`config.mk`:
```
export PLATFORM = sky130hd
export DESIGN_NAME = mmio_gpio
export DESIGN_NICKNAME = d
export VERILOG_FILES = /design/src/rtl/mmio_gpio_pkg.sv /design/src/rtl/gpio_sync.sv /design/src/rtl/gpio_irq_detect.sv /design/src/rtl/gpio_rdmux.sv /design/src/rtl/mmio_gpio.sv
export SDC_FILE = /design/constraint.sdc
export NUM_CORES = 1
export LEC_CHECK = 0
export CAP_MARGIN = 20
export CORE_AREA = 2 2 87 89
export DETAILED_ROUTE_END_ITERATION = 7
export DIE_AREA = 0 0 89 91
export DONT_BUFFER_PORTS = 1
export PLACE_DENSITY = 0.87
export SLEW_MARGIN = 30
export SYNTH_ARGS = -nofsm -noshare
export SYNTH_HDL_FRONTEND = slang
export SYNTH_SLANG_ARGS = --single-unit
```
`constraint.sdc`:
```
create_clock -name clk -period 2.5 [get_ports clk]
set_clock_uncertainty 0.05 [all_clocks]
set_input_delay 0.25 -clock clk [delete_from_list [all_inputs] [get_ports clk]]
set_output_delay 0.25 -clock clk [all_outputs]
set_load 0.02 [all_outputs]
```
`src/rtl/mmio_gpio_pkg.sv`:
```
package mmio_gpio_pkg;

  localparam int WA_W   = 10;
  localparam int BYTE_W = 8;

  localparam logic [WA_W-1:0] WA_DIR   = 10'h100;
  localparam logic [WA_W-1:0] WA_SENSE = 10'h101;
  localparam logic [WA_W-1:0] WA_BOTH  = 10'h102;
  localparam logic [WA_W-1:0] WA_POLAR = 10'h103;
  localparam logic [WA_W-1:0] WA_IE    = 10'h104;
  localparam logic [WA_W-1:0] WA_RAW   = 10'h105;
  localparam logic [WA_W-1:0] WA_MSK   = 10'h106;
  localparam logic [WA_W-1:0] WA_CLR   = 10'h107;

  function automatic logic in_data_win(input logic [WA_W-1:0] wa);
    return wa[WA_W-1:8] == '0;
  endfunction

  function automatic logic in_id_win(input logic [WA_W-1:0] wa);
    return wa[WA_W-1:3] == '1;
  endfunction

  function automatic logic [BYTE_W-1:0] id_byte(input logic [2:0] idx);
    case (idx)
      3'd0: return 8'h61;
      3'd1: return 8'h10;
      3'd2: return 8'h04;
      3'd3: return 8'h00;
      3'd4: return 8'h0D;
      3'd5: return 8'hF0;
      3'd6: return 8'h05;
      default: return 8'hB1;
    endcase
  endfunction

endpackage

```
`src/rtl/gpio_sync.sv`:
```
module gpio_sync #(
  parameter int W      = 8,
  parameter int STAGES = 2
) (
  input  logic         clk,
  input  logic         rst,
  input  logic [W-1:0] d,
  output logic [W-1:0] q
);

  logic [W-1:0] stage_q [STAGES];

  always_ff @(posedge clk) begin
    if (rst) stage_q[0] <= '0;
    else     stage_q[0] <= d;
  end

  for (genvar gs = 1; gs < STAGES; gs++) begin : g_stage
    always_ff @(posedge clk) begin
      if (rst) stage_q[gs] <= '0;
      else     stage_q[gs] <= stage_q[gs-1];
    end
  end

  assign q = stage_q[STAGES-1];

endmodule

```
`src/rtl/gpio_irq_detect.sv`:
```
module gpio_irq_detect #(
  parameter int N = 8
) (
  input  logic         clk,
  input  logic         rst,
  input  logic [N-1:0] lvl_in,
  input  logic [N-1:0] sense,
  input  logic [N-1:0] both,
  input  logic [N-1:0] polar,
  input  logic [N-1:0] clr,
  output logic [N-1:0] raw
);

  logic [N-1:0] prev_q;
  logic [N-1:0] latch_q;
  logic [N-1:0] hit;

  always_ff @(posedge clk) begin
    if (rst) prev_q <= '0;
    else     prev_q <= lvl_in;
  end

  for (genvar gi = 0; gi < N; gi++) begin : g_line
    logic rise, fall;
    assign rise    = lvl_in[gi] & ~prev_q[gi];
    assign fall    = ~lvl_in[gi] & prev_q[gi];
    assign hit[gi] = ~sense[gi] & (both[gi] ? (rise | fall) : (polar[gi] ? rise : fall));

    always_ff @(posedge clk) begin
      if (rst)          latch_q[gi] <= 1'b0;
      else if (hit[gi]) latch_q[gi] <= 1'b1;
      else if (clr[gi]) latch_q[gi] <= 1'b0;
    end

    assign raw[gi] = sense[gi] ? (polar[gi] ? lvl_in[gi] : ~lvl_in[gi]) : latch_q[gi];

    p_edge_sets_r5: assert property (@(posedge clk) disable iff (rst)
      hit[gi] |=> latch_q[gi]) else $error("edge not latched line %0d", gi);
    p_hold_r8: assert property (@(posedge clk) disable iff (rst)
      (latch_q[gi] && !clr[gi]) |=> latch_q[gi]) else $error("latched edge lost line %0d", gi);
    p_clear_r8: assert property (@(posedge clk) disable iff (rst)
      (clr[gi] && !hit[gi]) |=> !latch_q[gi]) else $error("clear ignored line %0d", gi);
  end

endmodule

```
`src/rtl/gpio_rdmux.sv`:
```
module gpio_rdmux
  import mmio_gpio_pkg::*;
#(
  parameter int N = 8
) (
  input  logic [WA_W-1:0]   wa,
  input  logic [N-1:0]      dir,
  input  logic [N-1:0]      data,
  input  logic [N-1:0]      pins,
  input  logic [N-1:0]      sense,
  input  logic [N-1:0]      both,
  input  logic [N-1:0]      polar,
  input  logic [N-1:0]      ie,
  input  logic [N-1:0]      raw,
  output logic [BYTE_W-1:0] rd
);

  logic [N-1:0] line_val;
  logic [N-1:0] sel;

  assign sel      = wa[N-1:0];
  assign line_val = ((dir & data) | (~dir & pins)) & sel;

  always_comb begin
    rd = '0;
    if (in_data_win(wa)) begin
      rd[N-1:0] = line_val;
    end else if (in_id_win(wa)) begin
      rd = id_byte(wa[2:0]);
    end else begin
      case (wa)
        WA_DIR:   rd[N-1:0] = dir;
        WA_SENSE: rd[N-1:0] = sense;
        WA_BOTH:  rd[N-1:0] = both;
        WA_POLAR: rd[N-1:0] = polar;
        WA_IE:    rd[N-1:0] = ie;
        WA_RAW:   rd[N-1:0] = raw;
        WA_MSK:   rd[N-1:0] = raw & ie;
        default:  rd = '0;
      endcase
    end
  end

endmodule

```
`src/rtl/mmio_gpio.sv`:
```
module mmio_gpio
  import mmio_gpio_pkg::*;
#(
  parameter int N_LINES     = 8,
  parameter int SYNC_STAGES = 2
) (
  input  logic               clk,
  input  logic               rst,
  input  logic [WA_W-1:0]    bus_wa,
  input  logic               bus_we,
  input  logic [BYTE_W-1:0]  bus_wdata,
  output logic [BYTE_W-1:0]  bus_rdata,
  input  logic [N_LINES-1:0] pad_in,
  output logic [N_LINES-1:0] pad_out,
  output logic [N_LINES-1:0] pad_oe,
  output logic               irq
);

  logic [N_LINES-1:0] dir_q, data_q, sense_q, both_q, polar_q, ie_q;
  logic [N_LINES-1:0] pins_s, raw, masked, clr, wmask, wval;
  logic [BYTE_W-1:0]  rd_next, rdata_q;
  logic               irq_q;
  logic               wr_data, unmapped;

  assign wmask   = bus_wa[N_LINES-1:0];
  assign wval    = bus_wdata[N_LINES-1:0];
  assign wr_data = bus_we && in_data_win(bus_wa);
  assign clr     = (bus_we && bus_wa == WA_CLR) ? wval : '0;
  assign masked  = raw & ie_q;
  assign unmapped = !in_data_win(bus_wa) && !in_id_win(bus_wa) &&
                    (bus_wa < WA_DIR || bus_wa > WA_CLR);

  gpio_sync #(.W(N_LINES), .STAGES(SYNC_STAGES)) u_sync (
    .clk(clk), .rst(rst), .d(pad_in), .q(pins_s)
  );

  gpio_irq_detect #(.N(N_LINES)) u_detect (
    .clk(clk), .rst(rst), .lvl_in(pins_s), .sense(sense_q), .both(both_q),
    .polar(polar_q), .clr(clr), .raw(raw)
  );

  gpio_rdmux #(.N(N_LINES)) u_rdmux (
    .wa(bus_wa), .dir(dir_q), .data(data_q), .pins(pins_s), .sense(sense_q),
    .both(both_q), .polar(polar_q), .ie(ie_q), .raw(raw), .rd(rd_next)
  );

  always_ff @(posedge clk) begin
    if (rst) begin
      dir_q   <= '0;
      data_q  <= '0;
      sense_q <= '0;
      both_q  <= '0;
      polar_q <= '0;
      ie_q    <= '0;
    end else if (bus_we) begin
      if (wr_data) begin
        data_q <= (data_q & ~wmask) | (wval & wmask);
      end else begin
        case (bus_wa)
          WA_DIR:   dir_q   <= wval;
          WA_SENSE: sense_q <= wval;
          WA_BOTH:  both_q  <= wval;
          WA_POLAR: polar_q <= wval;
          WA_IE:    ie_q    <= wval;
          default:  ;
        endcase
      end
    end
  end

  always_ff @(posedge clk) begin
    if (rst) begin
      rdata_q <= '0;
      irq_q   <= 1'b0;
    end else begin
      rdata_q <= rd_next;
      irq_q   <= |masked;
    end
  end

  assign bus_rdata = rdata_q;
  assign irq       = irq_q;
  assign pad_out   = data_q;
  assign pad_oe    = dir_q;

  for (genvar gl = 0; gl < N_LINES; gl++) begin : g_chk
    p_masked_wr_r3: assert property (@(posedge clk) disable iff (rst)
      (bus_we && in_data_win(bus_wa) && !bus_wa[gl]) |=> $stable(pad_out[gl]))
      else $error("masked line %0d changed", gl);
  end

  p_irq_set_r9: assert property (@(posedge clk) disable iff (rst)
    (|masked) |=> irq) else $error("irq missing");
  p_irq_clr_r9: assert property (@(posedge clk) disable iff (rst)
    !(|masked) |=> !irq) else $error("irq spurious");
  p_unmapped_r11: assert property (@(posedge clk) disable iff (rst)
    unmapped |=> bus_rdata == '0) else $error("unmapped read nonzero");
  p_reset_r1: assert property (@(posedge clk)
    rst |=> (pad_oe == '0 && pad_out == '0 && !irq)) else $error("reset state");

endmodule

```
### Yosys cells after proc, flatten, opt, wreduce, memory -nomap -nowiden

Memories as Yosys holds them, arrays and structs flattened.
Cells that the tools add are included.
Widths: inputs -> output; s select.

| cells by class | value |
|---|---|
| equal/unequal tests | 15 |
| muxes and demuxes | 58 |
| bitwise logic cells | 69 |
| reductions and logical operators | 19 |

Operator list:

| cell | number |
|---|---|
| $pmux 8 s7 | 2 |
| $eq 10x9->1 const B | 8 |
| $mux 1 | 51 |
| $and 8x8->8 | 6 |
| $mux 8 | 5 |
| $not 1->1 | 25 |
| $and 1x1->1 | 24 |
| $not 8->8 | 2 |
| $or 8x8->8 | 2 |
| $reduce_bool 2->1 | 8 |
| $reduce_and 3->1 | 5 |
| $or 1x1->1 | 10 |
| $eq 3x3->1 const B | 3 |
| $reduce_or 8->1 | 1 |
| $eq 7x7->1 const B | 1 |
| $eq 3x2->1 const B | 2 |
| $eq 3x1->1 const B | 1 |
| $logic_not 3->1 | 1 |
| $logic_and 1x1->1 | 2 |
| $logic_not 2->1 | 1 |
| $reduce_and 2->1 | 1 |

| storage, ports and cells | value |
|---|---|
| register bits after elaboration | 73 |
| RAM bits | 16 |
| memories | 1 |

Memories:

| memory | depth | width | rd ports | clocked after Yosys merged registers in | wr ports | line | RTL |
|---|---|---|---|---|---|---|---|
| u_sync.stage_q | 2 | 8 | 2 | 0 | 2 | gpio_sync.sv:11 | `logic [W-1:0] stage_q [STAGES];` |

### Depth between registers and ports, before layout

Gate-level depths: netlist of run 1.

| depth | value |
|---|---|
| word-level depth | 7 |
| gate-level depth with buffers | 6 |
| gate-level depth less buffers | 6 |

### Modules after synthesis

From an unflattened synthesis of run 1, not the netlist that was laid out.

| second synthesis, totals | value |
|---|---|
| cells, all modules | 495 |
| area total of the unflattened synthesis | 4759.6 sq um |

By module, submodules not included:

| module | instances | cells an instance | area each (sq um) | seq. area each (sq um) |
|---|---|---|---|---|
| mmio_gpio | 1 | 225 | 2384.8 | 1141.1 |
| gpio_irq_detect | 1 | 122 | 1087.3 | 320.3 |
| gpio_rdmux | 1 | 115 | 823.3 | 0.0 |
| gpio_sync | 1 | 33 | 464.2 | 320.3 |

### Least setup slack after synthesis of run 1

No wires, ideal clock.

| timing path | value |
|---|---|
| path type | input to register |
| start point | input bus_wa[6] |
| end point | register u_detect.latch_q[1] |
| setup time | 116 ps |
| data arrival time | 1499 ps |
| data required time | 2334 ps |
| path slack | 835 ps |
| stages | 4 |
| path buffers | 0 |
| path through | or4b_4 nor4_4 nand2_1 a31o_1 |

| on the way | value |
|---|---|
| cells in the longest elaborated chain, start to end | 4 |

Ends and longest elaborated chain:

| item | line | RTL |
|---|---|---|
| start, declared | mmio_gpio.sv:9 | `input logic [WA_W-1:0] bus_wa,` |
| $eq 10x9->1 | mmio_gpio.sv:28 | `assign clr = (bus_we && bus_wa == WA_CLR) ? wval : '0;` |
| $logic_and 1x1->1 | mmio_gpio.sv:28 |  |
| $mux 8 | mmio_gpio.sv:28 |  |
| $reduce_bool 2->1 (no line) | -- |  |
| end signal, assigned by index | gpio_irq_detect.sv:30 | `if (rst) latch_q[gi] <= 1'b0;` |
| end signal, assigned by index | gpio_irq_detect.sv:31 | `else if (hit[gi]) latch_q[gi] <= 1'b1;` |
| end signal, assigned by index | gpio_irq_detect.sv:32 | `else if (clr[gi]) latch_q[gi] <= 1'b0;` |
| end, declared | gpio_irq_detect.sv:15 | `logic [N-1:0] latch_q;` |

No other way between the ends.
A chain may end at the register's enable or synchronous reset.

### Final worst setup path of run 1

| timing path | value |
|---|---|
| start point | register dir_q[6], in the netlist pad_oe[6] |
| end point | register rdata_q[6], in the netlist bus_rdata[6] |

| on the way | value |
|---|---|
| cells in the longest elaborated chain, start to end | 5 |

Ends and longest elaborated chain:

| item | line | RTL |
|---|---|---|
| start, declared | mmio_gpio.sv:19 | `logic [N_LINES-1:0] dir_q, data_q, sense_q, both_q, polar_q, ie_q;` |
| start signal, assigned | mmio_gpio.sv:60 | `WA_DIR: dir_q <= wval;` |
| $not 8->8 | gpio_rdmux.sv:22 | `assign line_val = ((dir & data) \| (~dir & pins)) & sel;` |
| $and 8x8->8 | gpio_rdmux.sv:22 |  |
| $or 8x8->8 | gpio_rdmux.sv:22 |  |
| $and 8x8->8 | gpio_rdmux.sv:22 |  |
| $mux 8 * | gpio_rdmux.sv:26 | `if (in_data_win(wa)) begin` |
| end signal, assigned | mmio_gpio.sv:76 | `rdata_q <= rd_next;` |
| end, declared | mmio_gpio.sv:21 | `logic [BYTE_W-1:0] rd_next, rdata_q;` |

Every way passes the cells marked *; elsewhere a longest branch is shown, timed or not.

==> results of run 1 <==
## cell type report
class	instances	area, sq um
Multi-Input combinational cell	360	2550
Fill cell	569	2190
Sequential cell	89	1780
Timing Repair Buffer	22	225
Clock buffer	13	149
Tap cell	99	124
Inverter	20	75.1
Clock inverter	3	40.0
## power groups by stage
stage	Clock, uW	Sequential, uW	Combinational [uW]
after floorplan	0	1490	123
after global placement	0	1490	112
after detailed placement	0	1490	117
after CTS	977	1460	169
after global routing	1020	1460	187
final	972	1460	172
## final timing paths
path / cells past startpoint / endpoint
max: 4 / bus_rdata[6]$_SDFF_PP0_
min: 2 / flip-flop
max reg2reg: 4 / bus_rdata[6]$_SDFF_PP0_
min reg2reg: 1 / u_sync.stage_q[1][3]$_SDFF_PP0_
## per-stage QoR
| step | instances | total power (uW) | utilization | area (sq um) |
|---|---|---|---|---|
| after CTS | 606 | 2610 | 0.693 | 4950 |
| after floorplan | 489 | 1610 | - | 4490 |
| after global placement | 573 | 1600 | 0.641 | 4570 |
| after global routing | 606 | 2670 | 0.693 | 4950 |
| final | 606 | 2600 | 0.693 | 4950 |
| after detailed placement | 573 | 1610 | 0.641 | 4570 |
## placed cells by master, fill, tap and decap left out, types with 10 or more instances in the layout
cell type	Yosys	final
dfxtp_1	89	89
nor2_1	62	62
mux2i_1	57	57
nand2_1	35	35
nor2b_1	30	30
inv_1	20	20
ha_1	16	16
dlygate4sd3_1	0	16
o21ai_0	14	14
clkbuf_8	0	10
## layer usage
layer	routed length, um	GRT usage
met1	4770	0.399
met2	5200	0.439
met3	1260	0.0900
met4	329	0.116
met5	0	0
## state kept, by name (all words and copies together), names as in the netlist, named ones only
signal / count
both_q: 8
u_sync.stage_q: 16
sense_q: 8
irq: 1
u_detect.prev_q: 8
ie_q: 8
u_detect.latch_q: 8
pad_oe: 8
polar_q: 8
bus_rdata: 8
## cells by family (layout without fill, tap and decap cells)
| group | after synthesis | after routing |
|---|---|---|
| mux | 66 | 66 |
| compound gates | 84 | 84 |
| xor+xnor | 8 | 8 |
| simple gates | 186 | 186 |
| flops | 89 | 89 |
| fa+ha+maj | 16 | 16 |
| buf+inv | 40 | 58 |
## worst max-delay path, stage by stage (launching register included)
cell and delay (ps):
dfxtp_1 530, mux2_2 410, and3_2 210, a221oi_1 210
a31oi_1 150
==> impl_metrics.json, run 1 <==
{
  "cts_tree": "built",
  "pwr-share-clk": 0.373,
  "die_area_sq_um": 8100,
  "cts_buffer_depth": 2,
  "rows": 31,
  "max_freq_ghz": 0.592,
  "synthArstFlopShare": 0,
  "synthesis.nets": 534,
  "p_leak_uw": 0.00212,
  "worstSkewPairLatency_ps": 360,
  "powerDensity_nw_per_um2": 526,
  "r2r_slack_ps": 810,
  "pwr-share-seq": 0.561,
  "grt_pass1_vias": 3611,
  "floorplan.initialDensity": 0.629,
  "grt_pass1_wl_um": 18400,
  "ios": 54,
  "switchingPower_uw": 599,
  "grt_max_degree": 81,
  "slew_violations": 0,
  "seq_area_frac_synth": 0.397,
  "yosysMostFrequentCell": "dfxtp_1",
  "synth_compound_area_frac": 0.136,
  "hpwl_um": 7630,
  "hold-worst-slack_ps": 3.54,
  "n_antenna_cell": 0,
  "cts_setup_buffers": 0,
  "root_buffer": "clkbuf_8",
  "vias": 3875,
  "worst_pin_slew_ps": 726,
  "synthSimpleGateAreaFrac": 0.223,
  "yosysTopAreaCell": "dfxtp_1",
  "die_height_um": 91,
  "synth.cell_area_sq_um": 4490,
  "crit_path_start_kind": "flip-flop",
  "ys_warn_count": 0,
  "r2r-start": "pad_oe[6]$_SDFFE_PP0P_",
  "setup_ws_ps": 812,
  "fin_crit_sh": 0.675,
  "avgSynthCellArea_sq_um": 9.18,
  "core-area_sq_um": 7140,
  "portBuffers": 0,
  "nets": 547,
  "syn-instance-count": 489,
  "cp_data_arrival_time_ps": 1870,
  "crit_path_start": "pad_oe[6]$_SDFFE_PP0P_",
  "synth_edf_count": 0,
  "antenna_found_initial": 0,
  "finalSetupTns_ps": 0,
  "die_w_um": 89,
  "ys_ff_latch": 89,
  "synth.area.top_cells": "dfxtp_1 (40%), mux2i_1 (13%), nor2_1 (5.2%), ha_1 (4.5%), nor2b_1 (4.2%)",
  "cp.required_ps": 2680,
  "cts_buffers": 9,
  "ys.flop_type": "dfxtp_1",
  "hold_path_class": "input port to flip-flop",
  "drc": 0,
  "status": "finished, final reports clean",
  "crit_type": "flip-flop to flip-flop",
  "grtUsageTotal": 0.295,
  "area_growth_pct": 10.2,
  "sw_frac_of_total": 0.230,
  "drt_iter0_drc": 485,
  "via_per_inst": 6.39,
  "yosys.area_share.adder": 0.0446,
  "period_needed_ps": 1690,
  "cts.sinks": 89,
  "gp_congestion": 0.971,
  "dr.pass1.iters": 5,
  "hold_buffers": 17,
  "cp_max_fo": 4,
  "gr-total-overflow": 0,
  "place_worst_setup_slack_ps": 549,
  "finalHoldViolCount": 0,
  "p_comb_frac": 0.066,
  "drt-wirelength-per-cell_um": 19.1,
  "detail-route-antenna-nets": 0,
  "drive_above_1_share": 0.0848,
  "clk_pin_slew_ps": 80,
  "synth_top_area_frac": 0.397,
  "setup_violations": 0,
  "ctsResizeCount": 0,
  "synth-xor-area-share": 0.0156,
  "hp-start": "bus_wdata[3]",
  "p_int_uw": 2010,
  "relSlewSlack": 0.515,
  "muxShareOfSynthArea": 0.150,
  "rsz0062_at_grt": "no",
  "irDropWorstVdd_mv": 0.494,
  "htreeDepth": 3,
  "synthTopCellsByCount": "dfxtp_1 (89), nor2_1 (62), mux2i_1 (57)",
  "synth_top_family_by_area": "simple AND/OR/NAND/NOR gates",
  "ys_types": 57,
  "drt_wl_total_um": 11600,
  "cp-end-kind": "flip-flop",
  "drv_cap": 0
}
Note: power is estimated with default switching activity, not from simulation.
==> run 2: changes to the inputs <==
--- a/config.mk
+++ b/config.mk
@@ -6,11 +6,11 @@
 export NUM_CORES = 1
 export LEC_CHECK = 0
 export CAP_MARGIN = 20
-export CORE_AREA = 2 2 87 89
+export CORE_AREA = 2 2 92 94
 export DETAILED_ROUTE_END_ITERATION = 7
-export DIE_AREA = 0 0 89 91
+export DIE_AREA = 0 0 94 96
 export DONT_BUFFER_PORTS = 1
-export PLACE_DENSITY = 0.87
+export PLACE_DENSITY = 0.82
 export SLEW_MARGIN = 30
 export SYNTH_ARGS = -nofsm -noshare
 export SYNTH_HDL_FRONTEND = slang
==> constraint.sdc (replaced) <==
create_clock -name clk -period 1.4 [get_ports clk]
set_clock_uncertainty 0.05 [all_clocks]
set_input_delay 0.14 -clock clk [delete_from_list [all_inputs] [get_ports clk]]
set_output_delay 0.14 -clock clk [all_outputs]
set_load 0.02 [all_outputs]
==> run 2 against run 1 <==
  * Wire length is 20% higher
  * Clock power grew 94%
  * First-iteration DRC count shrank 24%
  * Global-route usage is 0.58 points higher
  * The run now ends with negative hold slack, negative setup slack left
  * Sequential share of layout area down 5.5 points
==> impl_metrics.json, run 2 (synthesized netlist as in run 1, its figures left out) <==
{
  "pwr-share-clk": 0.386,
  "cts_buffer_depth": 2,
  "cp_max_fo": 4,
  "drt_iter0_drc": 370,
  "sw_frac_of_total": 0.242,
  "die_w_um": 94,
  "grt_max_degree": 91,
  "cts.sinks": 89,
  "cp-end-kind": "flip-flop",
  "cp.required_ps": 1640,
  "cts_tree": "built",
  "die_area_sq_um": 9020,
  "detail-route-antenna-nets": 0,
  "fill_cells": 565,
  "floorplan.initialDensity": 0.558,
  "setup_ws_ps": -24.8,
  "gp_congestion": 0.916,
  "drv_cap": 0,
  "n_antenna_cell": 0,
  "antenna_found_initial": 0,
  "root_buffer": "clkbuf_8",
  "grt_pass1_wl_um": 20800,
  "grtUsageTotal": 0.301,
  "layout_common_cells": "dfxtp_1 (66), nor2_1 (62), mux2i_1 (57), buf_4 (55), dlygate4sd3_1 (36)",
  "switchingPower_uw": 1180,
  "hold_path_class": "input port to flip-flop",
  "slew_violations": 0,
  "powerDensity_nw_per_um2": 818,
  "vias": 4203,
  "violations": "negative hold slack, negative setup slack",
  "drive_above_1_share": 0.283,
  "hpwl_um": 8440,
  "relSlewSlack": 0.628,
  "layout_commonest_cell": "dfxtp_1",
  "area_growth_pct": 33.2,
  "drt_wl_total_um": 13800,
  "hold-worst-slack_ps": -220,
  "drc": 0,
  "p_comb_frac": 0.083,
  "max_flop_register": "u_sync.stage_q",
  "period_needed_ps": 1420,
  "via_per_inst": 6.10,
  "irDropWorstVdd_mv": 0.748,
  "p_int_uw": 3710,
  "max_freq_ghz": 0.702,
  "crit_type": "flip-flop to flip-flop",
  "finalHoldViolCount": 53,
  "htreeDepth": 3,
  "hold_buffers": 40,
  "dr.pass1.iters": 5,
  "gr-total-overflow": 0,
  "clk_pin_slew_ps": 90,
  "largest_reg_flops": 16,
  "fin_crit_sh": 1.02,
  "drt-wirelength-per-cell_um": 20.1,
  "core-area_sq_um": 8050,
  "die_height_um": 96,
  "cp_data_arrival_time_ps": 1660,
  "pwr-share-seq": 0.531,
  "portBuffers": 0,
  "crit_path_start_kind": "flip-flop",
  "rsz0062_at_grt": "yes",
  "worst_pin_slew_ps": 556,
  "p_leak_uw": 0.00261,
  "rows": 33,
  "cts_buffers": 9,
  "finalSetupTns_ps": -58.6,
  "ios": 54,
  "grt_pass1_vias": 4066,
  "worstSkewPairLatency_ps": 380,
  "status": "complete, but fails checks",
  "nets": 624,
  "place_worst_setup_slack_ps": -146,
  "setup_violations": 3
}
run 2: cell count changes in the layout (fill, tap and decap cells not counted), moves of 7 or more:
cell / before / now
a2111oi_0: 8 / 0
a211oi_1: 9 / 1
a211oi_2: 0 / 7
buf_4: 5 / 55
dfxtp_1: 89 / 66
dfxtp_2: 0 / 18
dlygate4sd3_1: 16 / 36
run 2: final timing paths:
check | from | endpoint | slack [ps] | cells after the start
max | polar_q[5]$_SDFFE_PP0P_ | bus_rdata[5]$_SDFF_PP0_ | -20 | 5
min | rst | pad_oe[1]$_SDFFE_PP0P_ | -220 | 1
max reg2reg | polar_q[5]$_SDFFE_PP0P_ | bus_rdata[5]$_SDFF_PP0_ | -20 | 5
min reg2reg | u_detect.latch_q[6]$_SDFFE_PP0P_ | u_detect.latch_q[6]$_SDFFE_PP0P_ | 490 | 1
run 2: power groups by stage:
stage          Clock, uW  Combinational [uW]  Sequential (uW)
3_3_place_gp           0                 266             2660
4_1_cts             1910                 364             2600
2_1_floorplan          0                 222             2660
3_5_place_dp           0                 271             2660
6_report            1890                 407             2600
5_1_grt             2010                 434             2610
run 2: critical path: stages (launching register included):
cell and delay [ps]:
dfxtp_2 370, buf_4 140, mux2_2 160, nand2_1 60, a221o_1 330, a41oi_1 230
run 2: area by class of cell:
class                   instances  area [sq um]  share of cell area
flip-flops and latches         89          1820               0.305
repair buffers                 99           890               0.149
multi-input cells             360          2840               0.476
clock inverters                 5          61.3              0.0103
inverters                      20          80.1              0.0134
clock buffers                  11           151              0.0253
well taps                     105           131              0.0220
run 2: metrics by stage:
step | area (sq um) | hold WS [ps] | std cells | util | power (uW)
2_1_floorplan | 4500 | 218 | 489 | - | 2880
3_3_place_gp | 5050 | 166 | 636 | 0.628 | 2920
3_5_place_dp | 5050 | 164 | 636 | 0.628 | 2930
4_1_cts | 5740 | -227 | 692 | 0.713 | 4870
5_1_grt | 5980 | -236 | 689 | 0.743 | 5050
6_report | 5980 | -220 | 689 | 0.743 | 4890
run 2: routing by layer:
metal  track usage  up-vias  share of wire
met3        0.0603       37          0.079
met2         0.504      207           0.48
met1         0.390     2027           0.41
met4         0.101        0          0.028
li1              -     1932              -
met5             0        -              0
run 2: timing repair:
| item | CTS | global route |
|---|---|---|
| endpoints found under the hold margin | 89 | 61 |
| gates resized for setup | 22 | 69 |
| setup endpoints to repair | 9 | 21 |
| buffers inserted | 0 | 1 |
| pin swaps | 2 | 21 |
==> run 3: changes to the inputs <==
--- a/config.mk
+++ b/config.mk
@@ -6,9 +6,9 @@
 export NUM_CORES = 1
 export LEC_CHECK = 0
 export CAP_MARGIN = 20
-export CORE_AREA = 2 2 92 94
+export CORE_AREA = 2 2 103 85
 export DETAILED_ROUTE_END_ITERATION = 7
-export DIE_AREA = 0 0 94 96
+export DIE_AREA = 0 0 105 87
 export DONT_BUFFER_PORTS = 1
 export PLACE_DENSITY = 0.82
 export SLEW_MARGIN = 30
==> run 3 against run 2 <==
  * Highest routed layer unchanged
  * Maximum frequency is 0.60% higher
  * Largest power group unchanged
  * Wire length is 3.8% lower
  * Non-clock buffer count is 2 lower
  * Clock-buffer cell count is 1 lower
  * Cell count is 0.73% higher
  * Via count is 2.0% lower
  * Critical endpoint is now u_detect.latch_q[4]$_SDFFE_PP0P_
  * Die area is 1.2% higher
  * The run still ends with negative hold slack, negative setup slack left
  * Setup slack better by 8.5 ps
  * First-iteration DRC count is 6.8% higher
  * Register-to-register slack hardly changed
  * Flip-flop and latch count stayed put
  * Clock power is 16% lower
==> impl_metrics.json, run 3 (synthesized netlist as in run 1, its figures left out) <==
{
  "cts_buffers": 9,
  "portBuffers": 0,
  "die_height_um": 87,
  "cp_num_buf_inv": 1,
  "nets": 622,
  "setup_violations": 1,
  "gp_congestion": 0.942,
  "detail-route-antenna-nets": 0,
  "grtUsageTotal": 0.290,
  "drive_above_1_share": 0.278,
  "cts_buffer_depth": 2,
  "period_needed_ps": 1420,
  "layout_common_cells": "dfxtp_1 (68), nor2_1 (62), buf_4 (58), mux2i_1 (57), nand2_1 (35)",
  "max_freq_ghz": 0.706,
  "pwr-share-seq": 0.568,
  "postLayoutCellArea_sq_um": 5880,
  "sw_frac_of_total": 0.251,
  "die_w_um": 105,
  "irDropWorstVdd_mv": 0.776,
  "rsz0062_at_grt": "yes",
  "fill_cells": 621,
  "layout_commonest_cell": "dfxtp_1",
  "cp.required_ps": 1650,
  "ios": 54,
  "fin_crit_sh": 1.01,
  "clk_pin_slew_ps": 90,
  "pwr-share-clk": 0.346,
  "hold_buffers": 40,
  "powerDensity_nw_per_um2": 779,
  "hpwl_um": 8770,
  "drt_iter0_drc": 395,
  "htreeDepth": 3,
  "cp-end-kind": "flip-flop",
  "cp_data_arrival_time_ps": 1670,
  "max_flop_register": "u_sync.stage_q",
  "worstSkewPairLatency_ps": 360,
  "drc": 0,
  "p_int_uw": 3430,
  "crit_path_top_delay_cell": "dfxtp_4",
  "via_per_inst": 5.94,
  "area_growth_pct": 30.9,
  "crit_type": "flip-flop to flip-flop",
  "drt-wirelength-per-cell_um": 19.2,
  "switchingPower_uw": 1150,
  "core-area_sq_um": 8180,
  "drt_wl_total_um": 13300,
  "hold-worst-slack_ps": -208,
  "vias": 4120,
  "place_worst_setup_slack_ps": -101,
  "setup_ws_ps": -16.3,
  "min_path_cells": 1,
  "p_comb_frac": 0.086,
  "cts.sinks": 89,
  "cp_max_fo": 4,
  "n_antenna_cell": 0,
  "multiInputGateArea_sq_um": 2840,
  "finalSetupTns_ps": -16.3,
  "seq_area_sq_um": 1820,
  "relSlewSlack": 0.677,
  "regToRegEndpoint": "u_detect.latch_q[4]$_SDFFE_PP0P_",
  "post_dp_cell_area_sq_um": 5010,
  "finalHoldViolCount": 56,
  "p_leak_uw": 0.00256,
  "worst_pin_slew_ps": 483,
  "grt_max_degree": 91,
  "rows": 30,
  "final_util": 0.718,
  "violations": "negative hold slack, negative setup slack",
  "die_area_sq_um": 9140,
  "r2r_slack_ps": -20,
  "gr-total-overflow": 0,
  "crit_chain": "inv_2, ha_1, a2111oi_4, a31o_1",
  "crit_path_start_kind": "flip-flop",
  "grt_pass1_wl_um": 20600,
  "drv_cap": 0,
  "hold_path_class": "input port to flip-flop",
  "slew_violations": 0,
  "floorplan.initialDensity": 0.549,
  "antenna_found_initial": 0,
  "root_buffer": "clkbuf_8",
  "holdPathEnd": "pad_oe[4]$_SDFFE_PP0P_",
  "crit_path_start": "u_sync.stage_q[1][4]$_SDFF_PP0_",
  "grt_pass1_vias": 4071,
  "dr.pass1.iters": 6,
  "cts_tree": "built",
  "r2r_cells": 4,
  "crit_family": "compound AO/OA/AOI/OAI gates",
  "hp-start": "rst",
  "r2r-start": "u_sync.stage_q[1][4]$_SDFF_PP0_",
  "status": "complete, but fails checks",
  "max_stage_delay_ps": 390,
  "largest_reg_flops": 16
}
==> run 3: changes by cell type in the layout (fill, tap and decap cells not counted), sizes merged <==
cell,before,now
clkinv,0,3
dlygate4sd3,36,34
bufinv,1,0
clkinvlp,3,1
inv,21,22
clkbuf,11,10
==> run 3: cell type report <==
type / count / area share
clock buffer: 10 / 0.0217
tap: 112 / 0.0238
timing repair buffer: 97 / 0.142
inverter: 20 / 0.0132
clock inverter: 6 / 0.00681
multi-input combinational: 360 / 0.483
sequential: 89 / 0.310
==> run 3: how the worst max path moves through the flow <==
stage	end	slack, ps	cells past startpoint
after detailed placement	u_detect.latch_q[1]$_SDFFE_PP0P_	-100	5
after floorplan	ie_q[6]$_SDFFE_PP0P_	-50	4
final	u_detect.latch_q[4]$_SDFFE_PP0P_	-20	4
after CTS	u_detect.latch_q[0]$_SDFFE_PP0P_	-40	6
after global placement	bus_rdata[6]$_SDFF_PP0_	-100	4
after global routing	u_detect.latch_q[4]$_SDFFE_PP0P_	-40	4
==> run 3: worst reg2reg max path, stage by stage (launching register included) <==
cell,delay [ps]
dfxtp_4,390
inv_2,40
ha_1,330
a2111oi_4,390
a31o_1,160
==> run 3: metal layers <==
metal / GRT usage / wire, um
met5: 0 / 0
met2: 0.478 / 6250
met3: 0.0770 / 1250
met4: 0.0800 / 279
met1: 0.378 / 5530
==> run 3: power by group through the flow <==
stage / clock network (uW) / registers (uW) / logic (uW)
CTS: 1600 / 2600 / 357
finish: 1580 / 2600 / 395
global placement: 0 / 2660 / 259
detailed placement: 0 / 2660 / 267
floorplan: 0 / 2660 / 222
global route: 1710 / 2610 / 424
==> run 3: stage by stage <==
step | power (uW) | cells | hold slack (ps)
floorplan | 2880 | 489 | 218
global placement | 2920 | 641 | 162
detailed placement | 2930 | 641 | 169
CTS | 4560 | 697 | -215
global route | 4740 | 694 | -233
finish | 4580 | 694 | -208
==> run 3: what timing repair did <==
action / in CTS / in global routing
gates resized for setup: 20 / 70
hold endpoints to repair: 89 / 63
buffers inserted: 0 / 3
setup endpoints to repair: 11 / 27
pin swaps: 4 / 18
